**src/rtl/xoff_pkg.sv**
```systemverilog
package xoff_pkg;
  typedef enum logic {
    XT_PAUSE = 1'b0,
    XT_PFC   = 1'b1
  } xtype_e;
  localparam int NTYPE = 2;
endpackage

```
**src/rtl/xoff_qtick.sv**
```systemverilog
module xoff_qtick #(
  parameter int CLKS_PER_Q = 4
) (
  input  logic clk,
  input  logic rst,
  output logic qtick
);
  localparam int CW = (CLKS_PER_Q > 1) ? $clog2(CLKS_PER_Q) : 1;
  localparam logic [CW-1:0] LAST = CW'(CLKS_PER_Q - 1);

  logic [CW-1:0] cnt;

  always_ff @(posedge clk) begin
    if (rst) begin
      cnt <= '0;
    end else if (cnt == LAST) begin
      cnt <= '0;
    end else begin
      cnt <= cnt + 1'b1;
    end
  end

  assign qtick = (cnt == LAST);
endmodule

```
**src/rtl/xoff_holdoff_timer.sv**
```systemverilog
module xoff_holdoff_timer #(
  parameter int QW = 8
) (
  input  logic          clk,
  input  logic          rst,
  input  logic          restart,
  input  logic          qtick,
  input  logic [QW-1:0] holdoff_q,
  output logic          expired
);
  logic [QW-1:0] elapsed;

  always_ff @(posedge clk) begin
    if (rst || restart) begin
      elapsed <= '0;
    end else if (qtick && (elapsed != {QW{1'b1}})) begin
      elapsed <= elapsed + 1'b1;
    end
  end

  assign expired = (elapsed >= holdoff_q);
endmodule

```
**src/rtl/xoff_req_track.sv**
```systemverilog
module xoff_req_track #(
  parameter int NQ = 8,
  parameter int QW = 8
) (
  input  logic          clk,
  input  logic          rst,
  input  logic          lvl,
  input  logic [NQ-1:0] vec,
  input  logic          retx_en,
  input  logic [QW-1:0] holdoff_q,
  input  logic          qtick,
  input  logic          take,
  input  logic          accept,
  output logic          pend,
  output logic [NQ-1:0] pend_vec
);
  logic prev_lvl;
  logic inflight;
  logic expired;
  logic rise;
  logic resend;
  logic trigger;

  xoff_holdoff_timer #(.QW(QW)) tmr_i (
    .clk       (clk),
    .rst       (rst),
    .restart   (accept),
    .qtick     (qtick),
    .holdoff_q (holdoff_q),
    .expired   (expired)
  );

  assign rise    = lvl & ~prev_lvl;
  assign resend  = retx_en & lvl & expired & ~pend & ~inflight;
  assign trigger = rise | resend;

  always_ff @(posedge clk) begin
    if (rst) begin
      prev_lvl <= 1'b0;
      pend     <= 1'b0;
      pend_vec <= '0;
      inflight <= 1'b0;
    end else begin
      prev_lvl <= lvl;
      if (take) begin
        pend     <= 1'b0;
        inflight <= 1'b1;
      end
      if (accept) begin
        inflight <= 1'b0;
      end
      if (trigger) begin
        pend     <= 1'b1;
        pend_vec <= vec;
      end
    end
  end
endmodule

```
**src/rtl/xoff_sched.sv**
```systemverilog
module xoff_sched
  import xoff_pkg::*;
#(
  parameter int NQ         = 8,
  parameter int QW         = 8,
  parameter int CLKS_PER_Q = 4
) (
  input  logic          clk,
  input  logic          rst,
  input  logic          cli_pause,
  input  logic [NQ-1:0] cli_pfc,
  input  logic          sw_pause,
  input  logic [NQ-1:0] sw_pfc,
  input  logic          retx_en,
  input  logic [QW-1:0] holdoff_q,
  input  logic          frame_busy,
  output logic          cmd_valid,
  input  logic          cmd_ready,
  output logic          cmd_is_pfc,
  output logic [NQ-1:0] cmd_prio
);
  logic                   qtick;
  logic [NTYPE-1:0]       lvl;
  logic [NQ-1:0]          vec    [NTYPE];
  logic [NTYPE-1:0]       pend;
  logic [NQ-1:0]          pvec   [NTYPE];
  logic [NTYPE-1:0]       take;
  logic [NTYPE-1:0]       accept;
  logic                   load;
  logic [NQ-1:0]          pfc_all;

  xoff_qtick #(.CLKS_PER_Q(CLKS_PER_Q)) qt_i (
    .clk   (clk),
    .rst   (rst),
    .qtick (qtick)
  );

  assign pfc_all       = cli_pfc | sw_pfc;
  assign lvl[XT_PAUSE] = cli_pause | sw_pause;
  assign vec[XT_PAUSE] = '0;
  assign lvl[XT_PFC]   = |pfc_all;
  assign vec[XT_PFC]   = pfc_all;

  // PAUSE has priority over PFC at issue time
  assign load           = ~cmd_valid & ~frame_busy & (|pend);
  assign take[XT_PAUSE] = load & pend[XT_PAUSE];
  assign take[XT_PFC]   = load & ~pend[XT_PAUSE] & pend[XT_PFC];

  for (genvar t = 0; t < NTYPE; t++) begin : g_type
    assign accept[t] = cmd_valid & cmd_ready & (cmd_is_pfc == (t == int'(XT_PFC)));
    xoff_req_track #(.NQ(NQ), .QW(QW)) trk_i (
      .clk       (clk),
      .rst       (rst),
      .lvl       (lvl[t]),
      .vec       (vec[t]),
      .retx_en   (retx_en),
      .holdoff_q (holdoff_q),
      .qtick     (qtick),
      .take      (take[t]),
      .accept    (accept[t]),
      .pend      (pend[t]),
      .pend_vec  (pvec[t])
    );
  end

  always_ff @(posedge clk) begin
    if (rst) begin
      cmd_valid  <= 1'b0;
      cmd_is_pfc <= 1'b0;
      cmd_prio   <= '0;
    end else if (load) begin
      cmd_valid  <= 1'b1;
      cmd_is_pfc <= ~pend[XT_PAUSE];
      cmd_prio   <= pend[XT_PAUSE] ? '0 : pvec[XT_PFC];
    end else if (cmd_valid && cmd_ready) begin
      cmd_valid  <= 1'b0;
    end
  end
endmodule

```
**config.mk**
```make
export PLATFORM = sky130hd
export DESIGN_NAME = xoff_sched
export DESIGN_NICKNAME = d
export VERILOG_FILES = /design/src/rtl/xoff_pkg.sv /design/src/rtl/xoff_qtick.sv /design/src/rtl/xoff_holdoff_timer.sv /design/src/rtl/xoff_req_track.sv /design/src/rtl/xoff_sched.sv
export SDC_FILE = /design/constraint.sdc
export NUM_CORES = 1
export LEC_CHECK = 0
export CAP_MARGIN = 0
export CORE_UTILIZATION = 35
export DETAILED_ROUTE_END_ITERATION = 8
export DONT_BUFFER_PORTS = 1
export HOLD_SLACK_MARGIN = 0.15
export PLACE_DENSITY_LB_ADDON = 0.1
export SYNTH_ARGS = -nofsm -noshare
export SYNTH_HDL_FRONTEND = slang
export SYNTH_SLANG_ARGS = --single-unit
```
**constraint.sdc**
```tcl
create_clock -name clk -period 1.6 [get_ports clk]
set_input_delay 0.08 -clock clk [delete_from_list [all_inputs] [get_ports clk]]
set_output_delay 0.08 -clock clk [all_outputs]
set_load 0.01 [all_outputs]
```
==> results, run 1 <==
- The flow ran to the end, but the final reports show violations.
- The final reports fail on setup timing.
- The min-delay analysis places its worst path in the category input port to flip-flop.
- The netlist uses 34 different library cells.
- Setup repair after global routing could not meet its margin everywhere.
- The total internal power is 1570 µW.
- The number of global-route vias before repair is 1670.
- Entering global routing, the biggest net connects 19 pins.
- The number of filler cells placed in the layout is 541.
- In the final routed layout, each cell accounts on average for 14.1 µm.
- TritonCTS built the clock tree.
- The synthesized net count is 286.
- The count of buffers from port buffering is 0.
- The fraction of registers with async set/reset is 0.
- In this run the cell area of the synthesized design comes to 2120 µm².
- The multiplexer share of the synthesized area is 0.0473.
- Yosys attributes the largest share of cell area to dfxtp_1 40%, ha_1 11%, xor2_1 5.0%.
- Measured against its own limit, the worst slew margin works out to 0.573.
- After detailed routing, the total wire length is 4960 µm.
- The cell count after synthesis came out at 236.
- The mean post-synth cell area is 8.98 µm².
- The most common cell in the synthesized netlist is dfxtp_1.
- The simple-gate share of the synthesized area is 0.210.
- The number of rows in the core area is 27.
- Derived from the worst setup path, the maximum achievable clock frequency is 583 MHz.
- The reg-to-reg critical path endpoint is g_type[1].trk_i.pend_vec[6].
- The final number of hold-violating endpoints is 0.
- In the global route stage, overall resource usage came out at 0.167.
- The wire length on met1 is 2550 µm.
- The number of flops mapped to enable cells by yosys is 0.
- The DRC violations left is 0.
- The die height is 79.8 µm.
- In this run the remaining antenna-violating nets after routing total 0.
- The share of the Yosys chip area taken by registers is 0.397.
- The die span in x is 79.8 µm.
- The worst register-to-register path has a setup slack of -0.12 ns.
- Overall power consumption after layout is estimated at 2160 µW.
- Of the total synthesized cell area, the portion taken by full adders, half adders and majority gates is 0.112.
- The number of buffers on the longest clock path is 2.
- In this run the static leakage power is 0.00115 µW.
- The worst setup path is launched from a flip-flop.
- The global-route congestion overflow total is 0.
- The final antenna diode count is 0.
- The number of setup violations in the final report is 9.
- The share of cells above drive strength 1 is 0.171.
- The tool flagged a number of max-cap violations equal to 0.
- The compound-gate portion of the synthesized area is 0.138.
- Tracing the worst setup path back leads to its startpoint at g_type[1].trk_i.tmr_i.elapsed[3].
- The required time of the worst setup path is 1.83 ns.
- The number of antenna violations at the first check in global routing came to 0.
- The cell depth of the worst flop-to-flop path is 7.
- The share of the synthesized netlist area taken by xor and xnor gates is 0.0579.
- In this run the critical register-to-register path is launched from g_type[1].trk_i.tmr_i.elapsed[3].
- The net switching power figure is 596 µW.
- The peak supply drop is 0.535 mV.
- Once layout is complete, the utilization of the core stands at 0.481.
- Wire segments on met3 add up to 145 µm in the final route.
- The overall via count from detail_route is 1762.
- The starting density of the core is 0.373.
- The final clock skew is 0.0109 ns.
- The share of total power dissipated in sequential elements is 0.523.
- The tree is rooted in a clkbuf_8.
- Routed signal wires occupy layers up through met4.
- The number of buffers inserted during clock tree synthesis is 5.
- Clock-pin slew was measured on the worst setup and hold paths at 0.09 ns.
- At the worst endpoint, the arrival time is 1.95 ns.
- The kind of critical path is flip-flop to flip-flop.
- From synthesis to final layout, the design area changed by 28.8%.
- The share of total power consumed by net switching is 0.276.
- The H-tree generated during clock tree synthesis spans 2 levels.
- The dominant synthesized flop cell is dfxtp_1.
- Dividing total power by cell area gives a power density of 792 nW/µm².
- Of the post-synthesis cell area, the dominant cell type holds 0.397.
- The final weighted congestion of routability-driven global placement is 0.690.
- The sum of met2 wire segment lengths after detailed routing is 2220 µm.
- The worst setup path is captured at a flip-flop.
- The detailed router's first-iteration violation count is 58.
- The sink count of the clock tree is 42.
- During I/O placement, the number of pins put on the boundary was 41.
- The largest driver fanout on the critical path is 4.
- For this run, the post-layout net count is 329.
- The capture point of the worst path is g_type[1].trk_i.pend_vec[6].
- The number of warnings printed during yosys synthesis is 0.
- The library cell with the largest summed area after synthesis is dfxtp_1.
- The number of pins with negative max-slew slack in the final report came to 0.
- Setup slack on the critical path of the routed design comes to -0.115 ns.
- For the finished layout, the period the worst path requires is 1.72 ns.
- The clock latency at the later pin of the worst-skew pair is 0.30 ns.
- The share of power burned in the clock network is 0.335.
- The HPWL after detailed placement is 3430 µm.
- For the pin with the worst max-slew slack, the measured transition is 0.641 ns.
- The vias per cell is 5.01.
- The die footprint is 6370 µm².
- The post-route fraction of the period consumed by the critical path is 1.07.
- Counting instances in the post-synthesis netlist gives the leading cell types as 42 x dfxtp_1, 27 x nand2_1, 27 x nor2_1.
- The flip-flop and latch count after synthesis is 42.
- The main combinational cell family by area after synthesis is simple AND/OR/NAND/NOR gates.
- In this run the standard cell core region covers 5680 µm².
- The wire length of the first global-routing pass is 8050 µm.
- The first TritonRoute pass finished after 5 iterations.
- The share of total power dissipated in combinational logic is 0.142.
critical path: stages (launching register included):
cell       delay, ns
dfxtp_2         0.35
ha_4            0.26
o211ai_1        0.09
a21oi_2         0.13
o2111ai_2       0.12
a221oi_2        0.32
buf_4           0.21
mux2i_1         0.17
cells in the final DEF, fill, tap and decap left out, types with 3 or more instances in the layout:
| master | n |
|---|---|
| xor2_1 | 12 |
| a21oi_1 | 14 |
| inv_1 | 11 |
| ha_1 | 16 |
| nand2_1 | 27 |
| nand3b_1 | 8 |
| buf_4 | 19 |
| nor2_1 | 27 |
| o21ai_0 | 11 |
| dfxtp_2 | 5 |
| nor4_1 | 4 |
| and3_1 | 6 |
| ha_4 | 3 |
| dfxtp_1 | 36 |
| dlygate4sd3_1 | 22 |
| nand4_1 | 8 |
| clkbuf_8 | 5 |
| mux2i_1 | 10 |
layer usage:
metal / up-vias / track usage
li1: 911 / -
met1: 820 / 0.229
met2: 25 / 0.253
met3: 6 / 0.0469
met4: 0 / 0.0482
met5: - / 0
what timing repair did:
| action | 4_1_cts | 5_1_grt |
|---|---|---|
| gates resized for setup | 2 | 15 |
| pin swaps | 1 | 18 |
| setup buffers | 0 | 3 |
| hold endpoints to repair | 23 | 0 |
| cloned | 0 | 1 |
| hold buffers | 23 | 0 |
| setup endpoints to repair | 10 | 21 |
stage by stage:
step	std cells	hold WS (ns)	area, µm²	setup TNS [ns]	setup WS [ns]
floorplan	236	0.209	2120	0	0.0113
global placement	317	0.151	2300	-0.807	-0.0857
detailed placement	317	0.153	2300	-1.01	-0.114
CTS	348	0.167	2630	-0.977	-0.127
global route	352	0.191	2730	-1.70	-0.215
finish	352	0.154	2730	-0.838	-0.115
worst min-delay path by stage:
stage	from	endpoint	depth (start not counted)
CTS	cmd_ready	g_type[0].trk_i.inflight	4
detailed placement	rst	cmd_prio[1]	1
floorplan	cli_pause	g_type[0].trk_i.prev_lvl	2
global placement	rst	cmd_prio[7]	1
finish	cmd_ready	g_type[0].trk_i.tmr_i.elapsed[4]	4
global route	cmd_ready	g_type[0].trk_i.tmr_i.elapsed[3]	4
power groups by stage:
stage	clock, µW	sequential, µW	combinational, µW
after global routing	801	1140	345
after detailed placement	0	1160	232
after floorplan	0	1150	177
after CTS	758	1130	285
after global placement	0	1160	231
final	724	1130	307
final cells by class:
type,count,area (µm²),share of cell area
repair buffers,43,387,0.142
well taps,72,90.1,0.0330
clock inverters,3,25.0,0.00917
flip-flops and latches,42,851,0.312
inverters,12,45.0,0.0165
multi-input cells,175,1260,0.463
clock buffers,5,68.8,0.0252
cells by family (layout without fill, tap and decap cells):
kind of cell | after synthesis | count (layout)
flops | 42 | 42
buf+inv | 19 | 63
mux | 10 | 10
fa+ha+maj | 19 | 19
xor+xnor | 14 | 14
simple gates | 91 | 91
compound gates | 41 | 41
state kept, by name, summed over array words and instances (netlist names):
signal,flops
g_type.trk_i.tmr_i.elapsed,16
cmd_prio,8
g_type.trk_i.pend_vec,8
g_type.trk_i.inflight,2
g_type.trk_i.pend,2
g_type.trk_i.prev_lvl,2
qt_i.cnt,2
cmd_is_pfc,1
cmd_valid,1
(Power assumes the default switching activity.)
==> run 2, diff against run 1 <==
Settings changed: PLACE_DENSITY from default to 0.56, PLACE_DENSITY_LB_ADDON 0.1 to default.
==> results, run 2 (synthesized netlist as in run 1, its figures left out) <==
- The number of pins with negative max-slew slack in the final report is 0 (unchanged).
- The standby leakage power came to 0.00116 µW (was 0.00115 µW).
- The worst-case setup margin in the final layout is -0.110 ns (was -0.115 ns).
- The most common library cell in the layout ignoring fill and taps is dfxtp_1 (unchanged).
- The number of buffers on the longest clock path was 2 (unchanged).
- The detailed router's first-iteration violation count is 33 (was 58).
- The startpoint of the lowest-slack register-to-register path is g_type[1].trk_i.tmr_i.elapsed[0] (was g_type[1].trk_i.tmr_i.elapsed[3]).
- The share of total power consumed by net switching is 0.235 (was 0.276).
- The data arrival time at the worst-slack endpoint is 1.93 ns (was 1.95 ns).
- The count of buffers from port buffering was 0 (unchanged).
- The per-cell routed wire length is 14.1 µm (about the same).
- The critical path launch point type is a flip-flop (unchanged).
- The relative slew slack was 0.576 (was 0.573).
- The kind of critical path is flip-flop to flip-flop (unchanged).
- The DRC violations left is 0 (unchanged).
- The origin of the worst setup path was g_type[1].trk_i.tmr_i.elapsed[0] (was g_type[1].trk_i.tmr_i.elapsed[3]).
- The number of global-route vias before repair is 1697 (was 1670).
- Top Registers: g_type.trk_i.tmr_i.elapsed x16, cmd_prio x8, g_type.trk_i.pend_vec x8 (unchanged).
- The total I/O pin count is 41 (unchanged).
- The core area is 5680 µm² (unchanged).
- The ratio of total power to cell area came to 889 nW/µm² (was 792 nW/µm²).
- The pin slew with the least headroom to its limit is 0.634 ns (was 0.641 ns).
- Run status: finished with violations (unchanged).
- The number of buffers inserted during clock tree synthesis is 5 (unchanged).
- The final antenna diode count was 0 (unchanged).
- The total negative slack for setup checks is -0.671 ns (was -0.838 ns).
- The required time of the worst setup path came to 1.82 ns (was 1.83 ns).
- The total internal power came to 1880 µW (was 1570 µW).
- The final weighted congestion of routability-driven global placement is 0.761 (was 0.690).
- The reg-to-reg critical path endpoint was g_type[1].trk_i.pend_vec[7] (was g_type[1].trk_i.pend_vec[6]).
- The hold-critical path depth is 4 (unchanged).
- The worst hold path class is input port to flip-flop (unchanged).
- The final clock skew is 0.0123 ns (was 0.0109 ns).
- The cell at the root of the clock tree is clkbuf_8 (unchanged).
- The number of flip-flops in the largest register is 16 (unchanged).
- The sequential cell fraction of total power is 0.462 (was 0.523).
- The maximum operating frequency is 585 MHz (was 583 MHz).
- The number of antenna violations at the first check in global routing was 0 (unchanged).
- The post-route fraction of the period consumed by the critical path was 1.07 (about the same).
- The placed wire-length estimate after detailed placement is 3380 µm (was 3430 µm).
- The number of rows in the core area is 27 (unchanged).
- The final layout net count is 330 (was 329).
- RSZ-0062 raised after global routing: true (unchanged).
- The number of max-cap violations is 0 (unchanged).
- The overall global routing resource usage was 0.167 (about the same).
- The die span in x is 79.8 µm (unchanged).
- The global-route congestion overflow total was 0 (unchanged).
- The synthesis-to-finish area growth is 30.4% (was 28.8%).
- The combinational fraction of design power was 0.124 (was 0.142).
- The sum of routed wire length over all layers was 4990 µm (was 4960 µm).
- The count of TritonRoute iterations in the first routing pass is 4 (was 5).
- The final number of hold-violating endpoints is 0 (unchanged).
- The element type at the critical path end was a flip-flop (unchanged).
- The starting density of the core came to 0.373 (unchanged).
- The register clock-pin slew on the reported worst setup and hold paths was 0.09 ns (about the same).
- The number of setup violations in the final report is 9 (unchanged).
- The die height is 79.8 µm (unchanged).
- The H-tree depth reported by CTS was 2 (unchanged).
- The register containing the most flip-flops in the final layout is g_type.trk_i.tmr_i.elapsed (unchanged).
- The residual antenna-violating net count after detailed routing is 0 (unchanged).
- The clock latency at the later pin of the worst-skew pair is 0.30 ns (about the same).
- The share of power burned in the clock network was 0.414 (was 0.335).
- The final critical path time including I/O delays and setup is 1.71 ns (was 1.72 ns).
- The largest driver fanout on the critical path is 9 (was 4).
- The overall via count from detail_route was 1805 (was 1762).
- The share of cells above drive strength 1 was 0.157 (was 0.171).
- The die footprint is 6370 µm² (unchanged).
- The number of filler cells placed in the layout is 556 (was 541).
- Violated checks: setup timing (unchanged).
- The net switching power figure came to 578 µW (was 596 µW).
- The capture point of the worst path is g_type[1].trk_i.pend_vec[7] (was g_type[1].trk_i.pend_vec[6]).
- The worst-case setup slack after placement is -0.110 ns (was -0.114 ns).
- The cell depth of the worst flop-to-flop path is 8 (was 7).
- The vias per cell is 5.11 (was 5.01).
- Top library cells by usage in the layout, fill and taps aside: 38 x dfxtp_1, 27 x nand2_1, 27 x nor2_1 (was 36 x dfxtp_1, 27 x nand2_1, 27 x nor2_1).
- The maximum number of pins on one net before global-route repair is 16 (was 19).
- The sink count of the clock tree is 42 (unchanged).
- The slack of the worst reg-to-reg path is -0.11 ns (was -0.12 ns).
- The wire length of the first global-routing pass is 8140 µm (was 8050 µm).
- The peak supply drop is 0.465 mV (was 0.535 mV).
- The CTS tree is yes (unchanged).
## run 2: routing by layer
metal / part of all wire / vias up / global-route usage / wire [µm]
met5: 0 / - / 0 / 0
met4: 0.022 / 0 / 0.0661 / 109
met3: 0.039 / 13 / 0.0434 / 195
met2: 0.45 / 38 / 0.258 / 2240
met1: 0.49 / 839 / 0.219 / 2450
li1: - / 915 / - / -
## run 2: final cells by class
type                            instances  area [µm²]  share of cell area
Tap cell                               72        90.1              0.0326
Clock inverter                          3        68.8              0.0249
Sequential cell                        42         848               0.307
Timing Repair Buffer                   44         394               0.143
Clock buffer                            5        68.8              0.0249
Inverter                               12        45.0              0.0163
Multi-Input combinational cell        175        1250               0.451
## run 2: worst min path at each step
| stage | startpoint | end |
|---|---|---|
| finish | cmd_ready | g_type[0].trk_i.inflight |
| global route | cmd_ready | g_type[0].trk_i.inflight |
| CTS | cmd_ready | g_type[0].trk_i.inflight |
| detailed placement | rst | cmd_prio[2] |
| global placement | rst | cmd_prio[7] |
| floorplan | cli_pause | g_type[0].trk_i.prev_lvl |
## run 2: power by group through the flow
stage	sequential, µW	clock, µW	combinational, µW
CTS	1130	1040	288
finish	1130	1020	306
global placement	1160	0	228
detailed placement	1160	0	230
floorplan	1150	0	177
global route	1140	1090	345
## run 2: repair_timing
item | CTS | global route
pin swaps | 0 | 8
gates cloned | 0 | 0
hold buffers | 24 | 0
setup buffers | 0 | 5
setup endpoints to repair | 10 | 21
gates resized for setup | 5 | 6
hold endpoints to repair | 23 | 0
## run 2: stage by stage
stage	hold slack, ns	total power (µW)	std cells	cell area, µm²	util
after floorplan	0.209	1330	236	2120	-
after global placement	0.151	1380	316	2290	0.403
after detailed placement	0.153	1390	316	2290	0.403
after CTS	0.151	2470	348	2690	0.474
after global routing	0.164	2580	353	2760	0.487
final	0.151	2460	353	2760	0.487
## run 2: critical path, cell delays in order, from the launching register on
cell and delay (ns):
dfxtp_2 0.35, inv_1 0.05, ha_1 0.26, nor2_1 0.05
a21oi_2 0.13, o2111ai_2 0.15, a221oi_2 0.26, buf_6 0.19
mux2i_1 0.20
